<file path="src/rtl/ssp_pkg.sv">
package ssp_pkg;
    typedef enum logic [1:0] {
        ST_IDLE      = 2'd0,
        ST_WAIT_FALL = 2'd1,
        ST_WAIT_RISE = 2'd2
    } sh_state_t;

    localparam int CTL_EN  = 0;
    localparam int CTL_TX  = 1;
    localparam int CTL_RX  = 2;
    localparam int CTL_EXT = 3;
endpackage

</file>
<file path="src/rtl/ssp_sync_edge.sv">
module ssp_sync_edge #(
    parameter int STAGES = 2
) (
    input  logic clk,
    input  logic rst_n,
    input  logic sck_i,
    output logic rise_o,
    output logic fall_o
);
    logic [STAGES:0] chain_q;

    always_ff @(posedge clk or negedge rst_n) begin
        if (!rst_n) chain_q <= '1;
        else        chain_q <= {chain_q[STAGES-1:0], sck_i};
    end

    assign rise_o = chain_q[STAGES-1] & ~chain_q[STAGES];
    assign fall_o = ~chain_q[STAGES-1] & chain_q[STAGES];
endmodule

</file>
<file path="src/rtl/ssp_clkgen.sv">
module ssp_clkgen #(
    parameter int HALF_DIV = 4
) (
    input  logic clk,
    input  logic rst_n,
    input  logic run_i,
    output logic sck_o,
    output logic rise_o,
    output logic fall_o
);
    localparam int CW = (HALF_DIV > 1) ? $clog2(HALF_DIV) : 1;
    localparam logic [CW-1:0] LAST = CW'(HALF_DIV - 1);

    logic [CW-1:0] cnt_q;
    logic          sck_q;
    logic          tick;

    assign tick   = run_i && (cnt_q == LAST);
    assign fall_o = tick & sck_q;
    assign rise_o = tick & ~sck_q;
    assign sck_o  = sck_q;

    always_ff @(posedge clk or negedge rst_n) begin
        if (!rst_n) begin
            cnt_q <= '0;
            sck_q <= 1'b1;
        end else if (!run_i) begin
            cnt_q <= '0;
            sck_q <= 1'b1;
        end else if (tick) begin
            cnt_q <= '0;
            sck_q <= ~sck_q;
        end else begin
            cnt_q <= cnt_q + 1'b1;
        end
    end
endmodule

</file>
<file path="src/rtl/ssp_core.sv">
module ssp_core
    import ssp_pkg::*;
#(
    parameter int BITS = 8
) (
    input  logic            clk,
    input  logic            rst_n,
    input  logic            en_i,
    input  logic            tx_en_i,
    input  logic            rx_en_i,
    input  logic            load_i,
    input  logic [BITS-1:0] load_data_i,
    input  logic            fall_i,
    input  logic            rise_i,
    input  logic            sd_i,
    output logic [BITS-1:0] shreg_o,
    output logic            sd_o,
    output logic            busy_o,
    output logic            irq_o
);
    localparam int CNT_W = (BITS > 1) ? $clog2(BITS) : 1;
    localparam logic [CNT_W-1:0] LAST_BIT = CNT_W'(BITS - 1);

    sh_state_t       state_q, state_d;
    logic [BITS-1:0] shreg_q;
    logic [CNT_W-1:0] bit_q;
    logic            so_q, irq_q;
    logic            start, do_fall, do_rise, last;

    assign start   = load_i && en_i;
    assign do_fall = (state_q == ST_WAIT_FALL) && fall_i && tx_en_i && en_i && !load_i;
    assign do_rise = (state_q == ST_WAIT_RISE) && rise_i && tx_en_i && en_i && !load_i;
    assign last    = (bit_q == LAST_BIT);

    // state register
    always_ff @(posedge clk or negedge rst_n) begin
        if (!rst_n) state_q <= ST_IDLE;
        else        state_q <= state_d;
    end

    // next state
    always_comb begin
        state_d = state_q;
        unique case (state_q)
            ST_IDLE: begin
                if (start) state_d = ST_WAIT_FALL;
            end
            ST_WAIT_FALL: begin
                if (!en_i)        state_d = ST_IDLE;
                else if (start)   state_d = ST_WAIT_FALL;
                else if (do_fall) state_d = ST_WAIT_RISE;
            end
            ST_WAIT_RISE: begin
                if (!en_i)        state_d = ST_IDLE;
                else if (start)   state_d = ST_WAIT_FALL;
                else if (do_rise) state_d = last ? ST_IDLE : ST_WAIT_FALL;
            end
            default: state_d = ST_IDLE;
        endcase
    end

    // outputs and datapath
    always_ff @(posedge clk or negedge rst_n) begin
        if (!rst_n) begin
            shreg_q <= '0;
            bit_q   <= '0;
            so_q    <= 1'b0;
            irq_q   <= 1'b0;
        end else begin
            irq_q <= do_rise && last;
            if (load_i) begin
                shreg_q <= load_data_i;
                bit_q   <= '0;
            end else if (do_fall) begin
                so_q <= shreg_q[BITS-1];
            end else if (do_rise) begin
                shreg_q <= {shreg_q[BITS-2:0], rx_en_i ? sd_i : so_q};
                bit_q   <= bit_q + 1'b1;
            end
        end
    end

    assign shreg_o = shreg_q;
    assign sd_o    = so_q;
    assign busy_o  = (state_q != ST_IDLE);
    assign irq_o   = irq_q;
endmodule

</file>
<file path="src/rtl/sync_serial_port.sv">
module sync_serial_port
    import ssp_pkg::*;
#(
    parameter int BITS        = 8,
    parameter int HALF_DIV    = 4,
    parameter int SYNC_STAGES = 2
) (
    input  logic            clk,
    input  logic            rst_n,
    input  logic            bus_we_i,
    input  logic            bus_addr_i,
    input  logic [BITS-1:0] bus_wdata_i,
    output logic [BITS-1:0] shift_q_o,
    output logic            busy_o,
    output logic            irq_o,
    input  logic            sck_i,
    output logic            sck_o,
    output logic            sck_oe_o,
    output logic            sd_o,
    input  logic            sd_i
);
    logic ctl_en_q, ctl_tx_q, ctl_rx_q, ctl_ext_q;
    logic ext_rise, ext_fall, int_rise, int_fall;
    logic gen_run, busy;

    always_ff @(posedge clk or negedge rst_n) begin
        if (!rst_n) begin
            ctl_en_q  <= 1'b0;
            ctl_tx_q  <= 1'b0;
            ctl_rx_q  <= 1'b0;
            ctl_ext_q <= 1'b0;
        end else if (bus_we_i && bus_addr_i) begin
            ctl_en_q  <= bus_wdata_i[CTL_EN];
            ctl_tx_q  <= bus_wdata_i[CTL_TX];
            ctl_rx_q  <= bus_wdata_i[CTL_RX];
            ctl_ext_q <= bus_wdata_i[CTL_EXT];
        end
    end

    assign gen_run = busy && ctl_en_q && !ctl_ext_q;

    ssp_sync_edge #(.STAGES(SYNC_STAGES)) u_sync (
        .clk(clk), .rst_n(rst_n), .sck_i(sck_i),
        .rise_o(ext_rise), .fall_o(ext_fall)
    );

    ssp_clkgen #(.HALF_DIV(HALF_DIV)) u_gen (
        .clk(clk), .rst_n(rst_n), .run_i(gen_run),
        .sck_o(sck_o), .rise_o(int_rise), .fall_o(int_fall)
    );

    ssp_core #(.BITS(BITS)) u_core (
        .clk(clk), .rst_n(rst_n),
        .en_i(ctl_en_q), .tx_en_i(ctl_tx_q), .rx_en_i(ctl_rx_q),
        .load_i(bus_we_i && !bus_addr_i), .load_data_i(bus_wdata_i),
        .fall_i(ctl_ext_q ? ext_fall : int_fall),
        .rise_i(ctl_ext_q ? ext_rise : int_rise),
        .sd_i(sd_i), .shreg_o(shift_q_o), .sd_o(sd_o),
        .busy_o(busy), .irq_o(irq_o)
    );

    assign busy_o   = busy;
    assign sck_oe_o = !ctl_ext_q;
endmodule

</file>
<file path="config.mk">
export PLATFORM = sky130hd
export DESIGN_NAME = sync_serial_port
export DESIGN_NICKNAME = d
export VERILOG_FILES = /design/src/rtl/ssp_pkg.sv /design/src/rtl/ssp_sync_edge.sv /design/src/rtl/ssp_clkgen.sv /design/src/rtl/ssp_core.sv /design/src/rtl/sync_serial_port.sv
export SDC_FILE = /design/constraint.sdc
export NUM_CORES = 1
export LEC_CHECK = 0
export CORE_AREA = 4 4 51 71
export DETAILED_ROUTE_END_ITERATION = 10
export DIE_AREA = 0 0 55 75
export GPL_ROUTABILITY_DRIVEN = 0
export PLACE_DENSITY = 0.71
export SLEW_MARGIN = 15
export SYNTH_ARGS = -nofsm -noshare
export SYNTH_HDL_FRONTEND = slang
export SYNTH_SLANG_ARGS = --single-unit
</file>
<file path="constraint.sdc">
create_clock -name clk -period 2.2 [get_ports clk]
set_input_delay 0.33 -clock clk [delete_from_list [all_inputs] [get_ports clk]]
set_output_delay 0.33 -clock clk [all_outputs]
set_load 0.02 [all_outputs]
</file>
==> qor.yml <==
cts_buffer_depth: 2
syn_nets: 115
synthArstFlopShare_pct: 100
syn_area_sq_um: 1150
vias: 832
ys_seq_elements: 25
hp-start: "u_sync.chain_q[0]"
fin_tns_setup_ps: 0
finalSetupViolCount: 0
core_region_area_sq_um: 3030
grt_pass1_wl_mm: 3.68
chipWidth_um: 55
max_slew_margin_pct: 79.0
cts_resized: 0
drive_gt1_share_pct: 14.8
pwr_density_cell_nw_per_um2: 665
cts_tree: "done"
first_global_vias: 834
cts_made_buffers: 3
syn2layout_area_growth_pct: 30.8
post_cts_buffers: 0
routedWlPerCell_um: 13.5
rows: 24
place_inst: 163
antenna_found_initial: 0
start_util_pct: 37.9
postRouteAntennaNets: 0
synth_top_area_cell: "dfrtp_1"
post-synth-top-count-cell: "dfrtp_1"
rsz0062_at_grt: "no"
crit_path_start_kind: "flip-flop"
diodes: 0
io_buffers: 26
wirelength_mm: 2.26
hold_violations: 0
clkTransAtPathRegs_ps: 90
critPathRequiredTime_ps: 2350
fin_cells: 167
first_iter_violations: 13
slew_violations: 0
cts_hold_buf: 0
yosysSeqAreaShare_pct: 54.9
fmax_mhz: 530
yosysWarnings: 0
ys_types: 29
root_buffer: "clkbuf_8"
synthTopCellsByCount: "dfrtp_1 (21), nand2_1 (11), mux2i_1 (10)"
endpoint_kind: "flip-flop"
track_usage_pct: 12.3
p_leak_nw: 0.623
drv_cap: 0
grt_max_degree: 26
hpwl_mm: 1.73
synth_area_leaders: "dfrtp_1 (46%), dfstp_2 (9.2%), mux2i_1 (8.7%)"
die_h_um: 75
cp_max_fo: 14
viasPerCell: 4.98
worstHoldPathType: "reg -> reg"
status: "finished clean"
tightest_slew_ps: 315
r2r-start: "u_gen.cnt_q[0]"
overflow: 0
fin_worst_skew_ps: 6.47
io_pins: 27
crit_start: "u_gen.cnt_q[0]"
dieArea_sq_um: 4130
arrival_ps: 2040
finalCritPeriodShare_pct: 85.8
total_power_uw: 999
vdd_drop_max_mv: 0.285
synth_top_cell_area_share_pct: 45.8
cts_sinks: 25
final_nets: 146
drt_pre_antenna_iters: 4
holdWs_ps: 360
clock_latency_ps: 260
dominantRegCellSynth: "dfrtp_1"
drcViolationCount: 0
final_core_util_pct: 49.5
n_fill_cell: 270
syn_inst: 98
synth-edff-count: 0
syn_avg_cell_area_sq_um: 11.7
critPathKind: "reg -> reg"
fin_crit_ps: 1890
cts_max_level: 1
## power breakdown
part / internal (mW) / switching (mW) / leakage [nW]
combinational: 0.105 / 0.0944 / 0.289
sequential: 0.500 / 0.0350 / 0.312
clock: 0.129 / 0.135 / 0.0228
total: 0.734 / 0.265 / 0.623
## worst max-delay path, stage by stage, from the launching register on
cell	delay, ps
dfrtp_1	360
ha_1	220
or3b_4	410
a211oi_4	230
buf_4	260
mux2i_1	220
o21ai_1	70
## layout make-up
| class | count | area, sq um | area share [%] |
|---|---|---|---|
| Sequential cell | 25 | 631 | 42.0 |
| Multi-Input combinational cell | 67 | 484 | 32.2 |
| Timing Repair Buffer | 29 | 283 | 18.8 |
| Tap cell | 39 | 48.8 | 3.25 |
| Clock buffer | 4 | 45.0 | 3.00 |
| Inverter | 3 | 11.3 | 0.749 |
## sequential cells by signal (all words and copies together), names as in the netlist
signal,flops
ctl_rx_q,1
u_sync.chain_q,3
u_core.bit_q,3
ctl_en_q,1
u_core.sd_o,1
u_core.shreg_o,8
u_gen.cnt_q,2
u_core.state_q,2
ctl_ext_q,1
u_core.irq_o,1
ctl_tx_q,1
u_gen.sck_o,1
## cell families after synthesis
logic type / after synthesis / share of synthesized area, %
mux: 16 / 14.6
fa+ha+maj: 3 / 3.27
flops: 25 / 54.9
compound gates: 13 / 7.73
xor+xnor: 2 / 1.53
simple gates: 33 / 15.0
buf+inv: 6 / 2.94
## cells in the final DEF (no fill, tap or decap), types with 2 or more instances in the layout
cell	count
clkdlybuf4s50_1	26
dfrtp_1	21
nand2_1	11
mux2i_1	10
nor2_1	6
o21ai_1	6
mux2_2	6
dfstp_2	4
inv_1	3
nand2b_1	3
nor2b_1	3
ha_1	3
clkbuf_8	3
buf_4	3
xnor2_1	2
nand3_1	2
o21ai_0	2
## final timing paths
check	to	slack, ps	cells after the start
max	u_core.shreg_o[4]	310	6
min	u_sync.chain_q[1]	360	0
max reg2reg	u_core.shreg_o[4]	310	6
min reg2reg	u_sync.chain_q[1]	360	0
max in group asynchronous	u_sync.chain_q[1]	1480	2
min in group asynchronous	u_core.shreg_o[2]	430	2
## layer usage
layer / up-vias / share of wire, % / global-route usage [%]
met5: - / 0 / 0
met4: 0 / 1.6 / 6.49
met3: 4 / 3.8 / 2.57
met2: 19 / 54 / 20.3
met1: 412 / 40 / 14.8
li1: 397 / - / -
## through the flow
stage	setup slack [ps]	instance area (sq um)
floorplan	361	1150
global placement	351	1460
detailed placement	316	1460
CTS	303	1500
global route	196	1500
finish	312	1500
Note: power is estimated with default switching activity, not from simulation.
